### src/rtl/bps_pkg.sv
package bps_pkg;
  typedef enum logic [1:0] {
    SYM_SIG  = 2'd0,
    SYM_SIGN = 2'd1,
    SYM_REF  = 2'd2
  } sym_kind_e;

  localparam int unsigned WORD_W   = 32;
  localparam int unsigned SIGN_POS = 31;
  localparam int unsigned REF_POS  = 30;
  localparam int unsigned SIG_POS  = 29;
  localparam int unsigned CTX_W    = 4;
endpackage

### src/rtl/bps_msb.sv
module bps_msb #(
  parameter int unsigned CELLS = 64,
  parameter int unsigned MAG_W = 28,
  parameter int unsigned CNT_W = $clog2(MAG_W + 1)
) (
  input  logic [CELLS*MAG_W-1:0] mags_i,
  output logic [CNT_W-1:0]       cnt_o
);
  logic [MAG_W-1:0] acc;

  // OR across the block: highest set bit equals that of the maximum
  always_comb begin
    acc = '0;
    for (int i = 0; i < int'(CELLS); i++) acc |= mags_i[i*MAG_W +: MAG_W];
    cnt_o = '0;
    for (int b = 0; b < int'(MAG_W); b++) if (acc[b]) cnt_o = CNT_W'(b + 1);
  end
endmodule

### src/rtl/bps_ctx.sv
module bps_ctx #(
  parameter int unsigned ROWS  = 8,
  parameter int unsigned COLS  = 8,
  parameter int unsigned ROW_W = 3,
  parameter int unsigned COL_W = 3,
  localparam int unsigned CELLS = ROWS * COLS,
  localparam int unsigned IDX_W = $clog2(CELLS)
) (
  input  logic [ROW_W-1:0] row_i,
  input  logic [COL_W-1:0] col_i,
  input  logic [CELLS-1:0] sig_map_i,
  input  logic [CELLS-1:0] neg_map_i,
  output logic [3:0]       sig_ctx_o,
  output logic [3:0]       sgn_ctx_o
);
  always_comb begin
    int cnt, pos, neg, r, c;
    logic [IDX_W-1:0] idx;
    cnt = 0; pos = 0; neg = 0; idx = '0;
    for (int dr = -1; dr <= 1; dr++) begin
      for (int dc = -1; dc <= 1; dc++) begin
        r = int'(row_i) + dr;
        c = int'(col_i) + dc;
        if (!(dr == 0 && dc == 0) && r >= 0 && r < int'(ROWS) && c >= 0 && c < int'(COLS)) begin
          idx = IDX_W'(r * int'(COLS) + c);
          if (sig_map_i[idx]) begin
            cnt++;
            if (dr == 0 || dc == 0) begin
              if (neg_map_i[idx]) neg++;
              else pos++;
            end
          end
        end
      end
    end
    sig_ctx_o = 4'(cnt);
    sgn_ctx_o = 4'(4 + pos - neg);
  end
endmodule

### src/rtl/bps_prob.sv
module bps_prob
  import bps_pkg::*;
#(
  parameter bit          USE_PROB = 1'b1,
  parameter int unsigned PROB_W   = 8,
  parameter int unsigned PLANE_W  = 5
) (
  input  sym_kind_e          kind_i,
  input  logic [3:0]         ctx_i,
  input  logic [PLANE_W-1:0] plane_i,
  output logic [PROB_W-1:0]  prob_o
);
  if (USE_PROB) begin : g_lut
    logic [15:0] raw;
    logic [15:0] base;
    always_comb begin
      case (kind_i)
        SYM_SIGN: base = 16'd100;
        SYM_REF:  base = 16'd200;
        default:  base = 16'd0;
      endcase
      raw    = 16'(ctx_i) * 16'd37 + 16'(plane_i) * 16'd11 + base;
      prob_o = PROB_W'(raw[7:0] ^ 8'h5A);
    end
  end else begin : g_none
    assign prob_o = '0;
  end
endmodule

### src/rtl/bps_scan.sv
module bps_scan
  import bps_pkg::*;
#(
  parameter int unsigned N_STRIPES = 4,
  parameter int unsigned ROWS      = 8,
  parameter int unsigned MAG_W     = 28,
  parameter int unsigned PROB_W    = 8,
  parameter bit          USE_PROB  = 1'b1,
  localparam int unsigned COLS     = 2 * N_STRIPES,
  localparam int unsigned CELLS    = ROWS * COLS,
  localparam int unsigned ADDR_W   = $clog2(CELLS),
  localparam int unsigned STR_W    = (N_STRIPES > 1) ? $clog2(N_STRIPES) : 1,
  localparam int unsigned COL_W    = STR_W + 1,
  localparam int unsigned ROW_W    = (ROWS > 1) ? $clog2(ROWS) : 1,
  localparam int unsigned PLANE_W  = $clog2(MAG_W),
  localparam int unsigned CNT_W    = $clog2(MAG_W + 1)
) (
  input  logic               clk_i,
  input  logic               rst_ni,
  input  logic               load_en_i,
  input  logic [ADDR_W-1:0]  load_addr_i,
  input  logic [31:0]        load_data_i,
  input  logic               start_i,
  output logic               sym_valid_o,
  input  logic               sym_ready_i,
  output logic               sym_bit_o,
  output logic [1:0]         sym_kind_o,
  output logic [3:0]         sym_ctx_o,
  output logic [PLANE_W-1:0] sym_plane_o,
  output logic [STR_W-1:0]   sym_stripe_o,
  output logic [PROB_W-1:0]  sym_prob_o,
  output logic               done_o
);
  typedef enum logic [1:0] {ST_IDLE, ST_SIG, ST_REF, ST_DONE} state_e;

  localparam logic [31:0] LOAD_MASK = {1'b1, 31'((64'd1 << MAG_W) - 64'd1)};

  state_e             state_q;
  logic [PLANE_W-1:0] plane_q;
  logic [ROW_W-1:0]   row_q;
  logic               col_q;
  logic [STR_W-1:0]   str_q;
  logic               sign_ph_q;
  logic [31:0]        mem_q [CELLS];

  logic [CELLS*MAG_W-1:0] mags_flat;
  logic [CELLS-1:0]       sig_map, neg_map;
  logic [CNT_W-1:0]       top_cnt;
  logic [COL_W-1:0]       cur_col;
  logic [ADDR_W-1:0]      cur_idx;
  logic [31:0]            word;
  logic [3:0]             sig_ctx, sgn_ctx;
  sym_kind_e              kind;
  logic                   fire, step, last_pos, new_sig, mark_ref;

  for (genvar g = 0; g < int'(CELLS); g++) begin : g_map
    assign mags_flat[g*MAG_W +: MAG_W] = mem_q[g][MAG_W-1:0];
    assign sig_map[g] = mem_q[g][SIG_POS];
    assign neg_map[g] = mem_q[g][SIGN_POS];
  end

  bps_msb #(.CELLS(CELLS), .MAG_W(MAG_W), .CNT_W(CNT_W)) u_msb (
    .mags_i(mags_flat), .cnt_o(top_cnt)
  );

  assign cur_col = {str_q, col_q};
  assign cur_idx = ADDR_W'(int'(row_q) * int'(COLS) + int'(cur_col));
  assign word    = mem_q[cur_idx];

  bps_ctx #(.ROWS(ROWS), .COLS(COLS), .ROW_W(ROW_W), .COL_W(COL_W)) u_ctx (
    .row_i(row_q), .col_i(cur_col), .sig_map_i(sig_map), .neg_map_i(neg_map),
    .sig_ctx_o(sig_ctx), .sgn_ctx_o(sgn_ctx)
  );

  always_comb begin
    sym_valid_o = 1'b0;
    kind        = SYM_SIG;
    sym_bit_o   = 1'b0;
    sym_ctx_o   = '0;
    if (state_q == ST_SIG) begin
      if (sign_ph_q) begin
        sym_valid_o = 1'b1; kind = SYM_SIGN;
        sym_bit_o = word[SIGN_POS]; sym_ctx_o = sgn_ctx;
      end else if (!word[SIG_POS]) begin
        sym_valid_o = 1'b1; kind = SYM_SIG;
        sym_bit_o = word[plane_q]; sym_ctx_o = sig_ctx;
      end
    end else if (state_q == ST_REF && word[REF_POS]) begin
      sym_valid_o = 1'b1; kind = SYM_REF; sym_bit_o = word[plane_q];
    end
  end

  assign sym_kind_o   = kind;
  assign sym_plane_o  = plane_q;
  assign sym_stripe_o = str_q;
  assign done_o       = (state_q == ST_DONE);

  bps_prob #(.USE_PROB(USE_PROB), .PROB_W(PROB_W), .PLANE_W(PLANE_W)) u_prob (
    .kind_i(kind), .ctx_i(sym_ctx_o), .plane_i(plane_q), .prob_o(sym_prob_o)
  );

  assign fire     = sym_valid_o && sym_ready_i;
  assign new_sig  = fire && kind == SYM_SIG && sym_bit_o;
  assign mark_ref = state_q == ST_REF && word[SIG_POS] && !word[REF_POS];
  assign step     = (state_q == ST_SIG || state_q == ST_REF) && (!sym_valid_o || (fire && !new_sig));
  assign last_pos = row_q == ROW_W'(ROWS - 1) && col_q && str_q == STR_W'(N_STRIPES - 1);

  always_ff @(posedge clk_i or negedge rst_ni) begin
    if (!rst_ni) begin
      state_q   <= ST_IDLE;
      plane_q   <= '0;
      row_q     <= '0;
      col_q     <= 1'b0;
      str_q     <= '0;
      sign_ph_q <= 1'b0;
    end else begin
      case (state_q)
        ST_IDLE: if (start_i) begin
          row_q <= '0; col_q <= 1'b0; str_q <= '0; sign_ph_q <= 1'b0;
          if (top_cnt == '0) state_q <= ST_DONE;
          else begin
            plane_q <= PLANE_W'(top_cnt - CNT_W'(1));
            state_q <= ST_SIG;
          end
        end
        ST_SIG, ST_REF: begin
          if (new_sig) sign_ph_q <= 1'b1;
          if (step) begin
            sign_ph_q <= 1'b0;
            // stripes innermost, then column, then row
            if (str_q == STR_W'(N_STRIPES - 1)) begin
              str_q <= '0;
              if (col_q) begin
                col_q <= 1'b0;
                row_q <= (row_q == ROW_W'(ROWS - 1)) ? '0 : row_q + ROW_W'(1);
              end else col_q <= 1'b1;
            end else str_q <= str_q + STR_W'(1);
            if (last_pos) begin
              if (state_q == ST_SIG) state_q <= ST_REF;
              else if (plane_q == '0) state_q <= ST_DONE;
              else begin
                plane_q <= plane_q - PLANE_W'(1);
                state_q <= ST_SIG;
              end
            end
          end
        end
        default: state_q <= ST_IDLE;
      endcase
    end
  end

  always_ff @(posedge clk_i) begin
    if (state_q == ST_IDLE && load_en_i && int'(load_addr_i) < int'(CELLS))
      mem_q[load_addr_i] <= load_data_i & LOAD_MASK;
    else if (state_q == ST_SIG && new_sig)
      mem_q[cur_idx][SIG_POS] <= 1'b1;
    else if (mark_ref)
      mem_q[cur_idx][REF_POS] <= 1'b1;
  end


  stall_hold_chk: assert property (@(posedge clk_i) disable iff (!rst_ni)
    sym_valid_o && !sym_ready_i |=> sym_valid_o && $stable(sym_bit_o) && $stable(sym_kind_o)
      && $stable(sym_ctx_o) && $stable(sym_plane_o) && $stable(sym_stripe_o));

  sign_follow_chk: assert property (@(posedge clk_i) disable iff (!rst_ni)
    sym_valid_o && sym_ready_i && sym_kind_o == SYM_SIG && sym_bit_o
      |=> sym_valid_o && sym_kind_o == SYM_SIGN);

  done_pulse_chk: assert property (@(posedge clk_i) disable iff (!rst_ni)
    done_o |=> !done_o);

  done_quiet_chk: assert property (@(posedge clk_i) disable iff (!rst_ni)
    done_o |-> !sym_valid_o);

  plane_mono_chk: assert property (@(posedge clk_i) disable iff (!rst_ni)
    (state_q == ST_SIG || state_q == ST_REF) && $past(state_q) != ST_IDLE
      |-> plane_q <= $past(plane_q));
endmodule

### config.mk
export PLATFORM = sky130hd
export DESIGN_NAME = bps_scan
export DESIGN_NICKNAME = d
export VERILOG_FILES = /design/src/rtl/bps_pkg.sv /design/src/rtl/bps_msb.sv /design/src/rtl/bps_ctx.sv /design/src/rtl/bps_prob.sv /design/src/rtl/bps_scan.sv
export SDC_FILE = /design/constraint.sdc
export NUM_CORES = 2
export LEC_CHECK = 0
export BUFFER_PORTS_ARGS = -buffer_cell sky130_fd_sc_hd__buf_2
export CAP_MARGIN = 15
export CELL_PAD_IN_SITES_DETAIL_PLACEMENT = 1
export CELL_PAD_IN_SITES_GLOBAL_PLACEMENT = 1
export CORE_ASPECT_RATIO = 1.1
export CORE_MARGIN = 2
export CORE_UTILIZATION = 50
export CTS_BUF_LIST = sky130_fd_sc_hd__clkbuf_16
export DETAILED_ROUTE_END_ITERATION = 6
export GPL_TIMING_DRIVEN = 1
export PLACE_DENSITY = 0.76
export SYNTH_ARGS = -nofsm -noshare
export SYNTH_HDL_FRONTEND = slang
export SYNTH_SLANG_ARGS = --single-unit
### constraint.sdc
create_clock -name clk_i -period 13.8 [get_ports clk_i]
set_clock_uncertainty 0.05 [all_clocks]
set_input_delay 2.76 -clock clk_i [delete_from_list [all_inputs] [get_ports clk_i]]
set_output_delay 2.76 -clock clk_i [all_outputs]
set_load 0.005 [all_outputs]
==> impl_metrics.tcl <==
set metrics [dict create \
    ys.flop_type "edfxtp_1" \
    nets 5126 \
    dpl_cell_area_sq_um 91900 \
    wl_per_cell_microns 43.3 \
    layout.cells.non_filler 7452 \
    cp-startpoint "sym_stripe_o[1]$_DFFE_PN0P_" \
    end_kind "primary output" \
    slowest_stage "buf_4" \
    synth_top_area_frac 0.675 \
    yosysMostFrequentCell "edfxtp_1" \
    slew_viol_final 0 \
    root_buffer "clkbuf_16" \
    ios 67 \
    synthTopCellsByArea "edfxtp_1 (67%), mux4_2 (14%), nor4_1 (3.4%), mux2i_1 (2.2%), nor2_1 (0.97%)" \
    synth.net_count 4926 \
    cts_tree "done" \
    antenna_found_initial 15 \
    hold_end "state_q[1]$_DFFE_PN0P_" \
    failed_checks "DRC" \
    start_util 0.504 \
    crit_type "reg -> out" \
    async_flop_share 0.00701 \
    worstSetupStartpointType "flip-flop" \
    rows 161 \
    final_period_minus_worst_setup_slack_ps 13500 \
    synth_edf_count 1984 \
    drive_gt1_frac 0.257 \
    ctsHoldBuffers 0 \
    r2r_slack_ps 3250 \
    worstMarginPinSlew_ps 1340 \
    synth-seq-cells 1998 \
    cpMostUsedCell "ha_1" \
    area_growth_pct 11.2 \
    totalWireLength_microns 323000 \
    numPortBuffers 63 \
    fin_crit_sh 0.978 \
    cts_buffers 188 \
    grt_use_total 0.359 \
    dpl.hpwl_microns 184000 \
    avgViaCountPerCell 7.51 \
    drc 3 \
    total_leakage_power_nw 29.9 \
    die_h_microns 445 \
    yosysWarnings 0 \
    setup_violations 0 \
    critical_path_arrival_ps 10690 \
    syn_inst 4800 \
    num_vias 55900 \
    drt_pre_antenna_iters 7 \
    ir_drop_mv 0.343 \
    ys_seq_area_frac 0.679 \
    powerDensity_nw_per_um2 172 \
    required_ps 10990 \
    htree_levels 4 \
    slew-limit-headroom 0.105 \
    final-hold-violation-count 0 \
    clock_sinks 1998 \
    syn_area_per_cell_sq_um 18.4 \
    rr_startpoint "col_q$_DFFE_PN0P_" \
    status "complete, but fails checks" \
    synth_top_cell_by_area "edfxtp_1" \
    ant_nets 0 \
    hold_depth 1 \
    core-area_sq_um 175000 \
    max_clock_freq_mhz 74.1 \
    nFillCells 15500 \
    path_clk_slew_ps 70 \
    grt_overflow 0 \
    grt_first_pass_wirelength_microns 444000 \
    critical_path.max_fanout 103 \
    synth.cell_area_sq_um 88300 \
    clock_tree.buffer_depth 3 \
    slowest_delay_ps 810 \
    maxCapViolCount 0 \
    hold_start "state_q[1]$_DFFE_PN0P_" \
    hold_class "reg -> reg" \
    synthTopCellsByCount "edfxtp_1 (1,984), mux4_2 (564), nor4_1 (479), nor2_1 (229), mux2i_1 (198)" \
    dp.cells 7084 \
    synth.distinct_cells 100 \
    grt_max_degree 104 \
    die_w_microns 405 \
    drt-initial-drc-count 9863 \
    die-area_sq_um 180000 \
    reg2reg_depth 19 \
    final_cell_area_sq_um 98200 \
    timing.rr.end "mem_q[50][1]$_DFFE_PP_" \
    clock_latency_ps 880 \
    place.gp.congestion 0.907 \
    grt_pass1_vias 56100 \
    report.power.total_mw 16.9 \
]
what timing repair did:
action / in CTS / in global routing
pin swaps: 3 / 3
setup endpoints to repair: 4 / 2
setup buffers: 3 / 4
resized for setup: 11 / 13
flip-flops by register name, indices dropped and copies added (netlist names):
| register | count |
|---|---|
| state_q | 2 |
| sign_ph_q | 1 |
| col_q | 1 |
| sym_stripe_o | 2 |
| row_q | 3 |
| mem_q | 1984 |
| sym_plane_o | 5 |
report_power, final:
part           switching, mW  internal, mW
Combinational           2.67          1.92
Sequential            0.0544          7.00
Clock                   2.33          2.91
routing by layer:
layer	up-vias	wire length, microns	GRT usage
met4	8	27100	0.244
met1	28800	103000	0.447
met3	1372	45500	0.0992
met2	4881	147000	0.549
met5	-	90	0
li1	20800	-	-
layout by cell type, fill, tap and decap left out, drive strengths merged, types with 52 or more instances in the layout:
master  count
a22oi      62
nor4      481
inv        95
clkinv     93
mux2       55
nand2     134
edfxtp   1984
and2       57
nand3      52
nand4     119
buf       249
nor2      251
mux2i     203
clkbuf    191
a21oi      72
mux4      589
ha         67
worst max-delay path by stage:
stage,to,slack (ps),cells after the start
2_1_floorplan,sym_prob_o[7],250,52
3_3_place_gp,sym_prob_o[7],370,47
3_5_place_dp,sym_prob_o[7],260,45
4_1_cts,sym_prob_o[7],30,47
5_1_grt,sym_prob_o[7],-20,47
6_report,sym_prob_o[7],300,33
critical path, delay by kind of cell (launching register included):
family	cells	cell delay, ps
flops	1	450
mux	6	2530
fa+ha+maj	11	3330
buf+inv	6	1670
compound gates	5	850
xor+xnor	4	600
simple gates	1	190
cells by family after synthesis:
kind of cell / count (synthesis) / share of synthesized area
flops: 1998 / 0.679
simple gates: 1187 / 0.0734
mux: 847 / 0.182
compound gates: 334 / 0.0266
buf+inv: 307 / 0.0213
fa+ha+maj: 83 / 0.0131
xor+xnor: 44 / 0.00526
layout make-up:
| class | instances | area (sq um) | area share |
|---|---|---|---|
| flip-flops and latches | 1998 | 59900 | 0.611 |
| multi-input cells | 2495 | 27200 | 0.277 |
| clock buffers | 190 | 4750 | 0.0484 |
| well taps | 2282 | 2860 | 0.0291 |
| repair buffers | 250 | 1780 | 0.0181 |
| clock inverters | 153 | 1330 | 0.0135 |
| inverters | 67 | 264 | 0.00269 |
| diodes | 17 | 42.5 | 0.000433 |
per-stage QoR:
step / worst slack, ps / TNS (ps) / hold WS, ps / utilization
floorplan: 250 / 0 / 452 / -
global placement: 368 / 0 / 481 / 0.524
detailed placement: 258 / 0 / 481 / 0.524
CTS: 30.4 / 0 / 496 / 0.559
global route: -22.5 / -22.5 / 521 / 0.560
finish: 299 / 0 / 498 / 0.560
No activity file was read; power rests on OpenSTA's default activity.
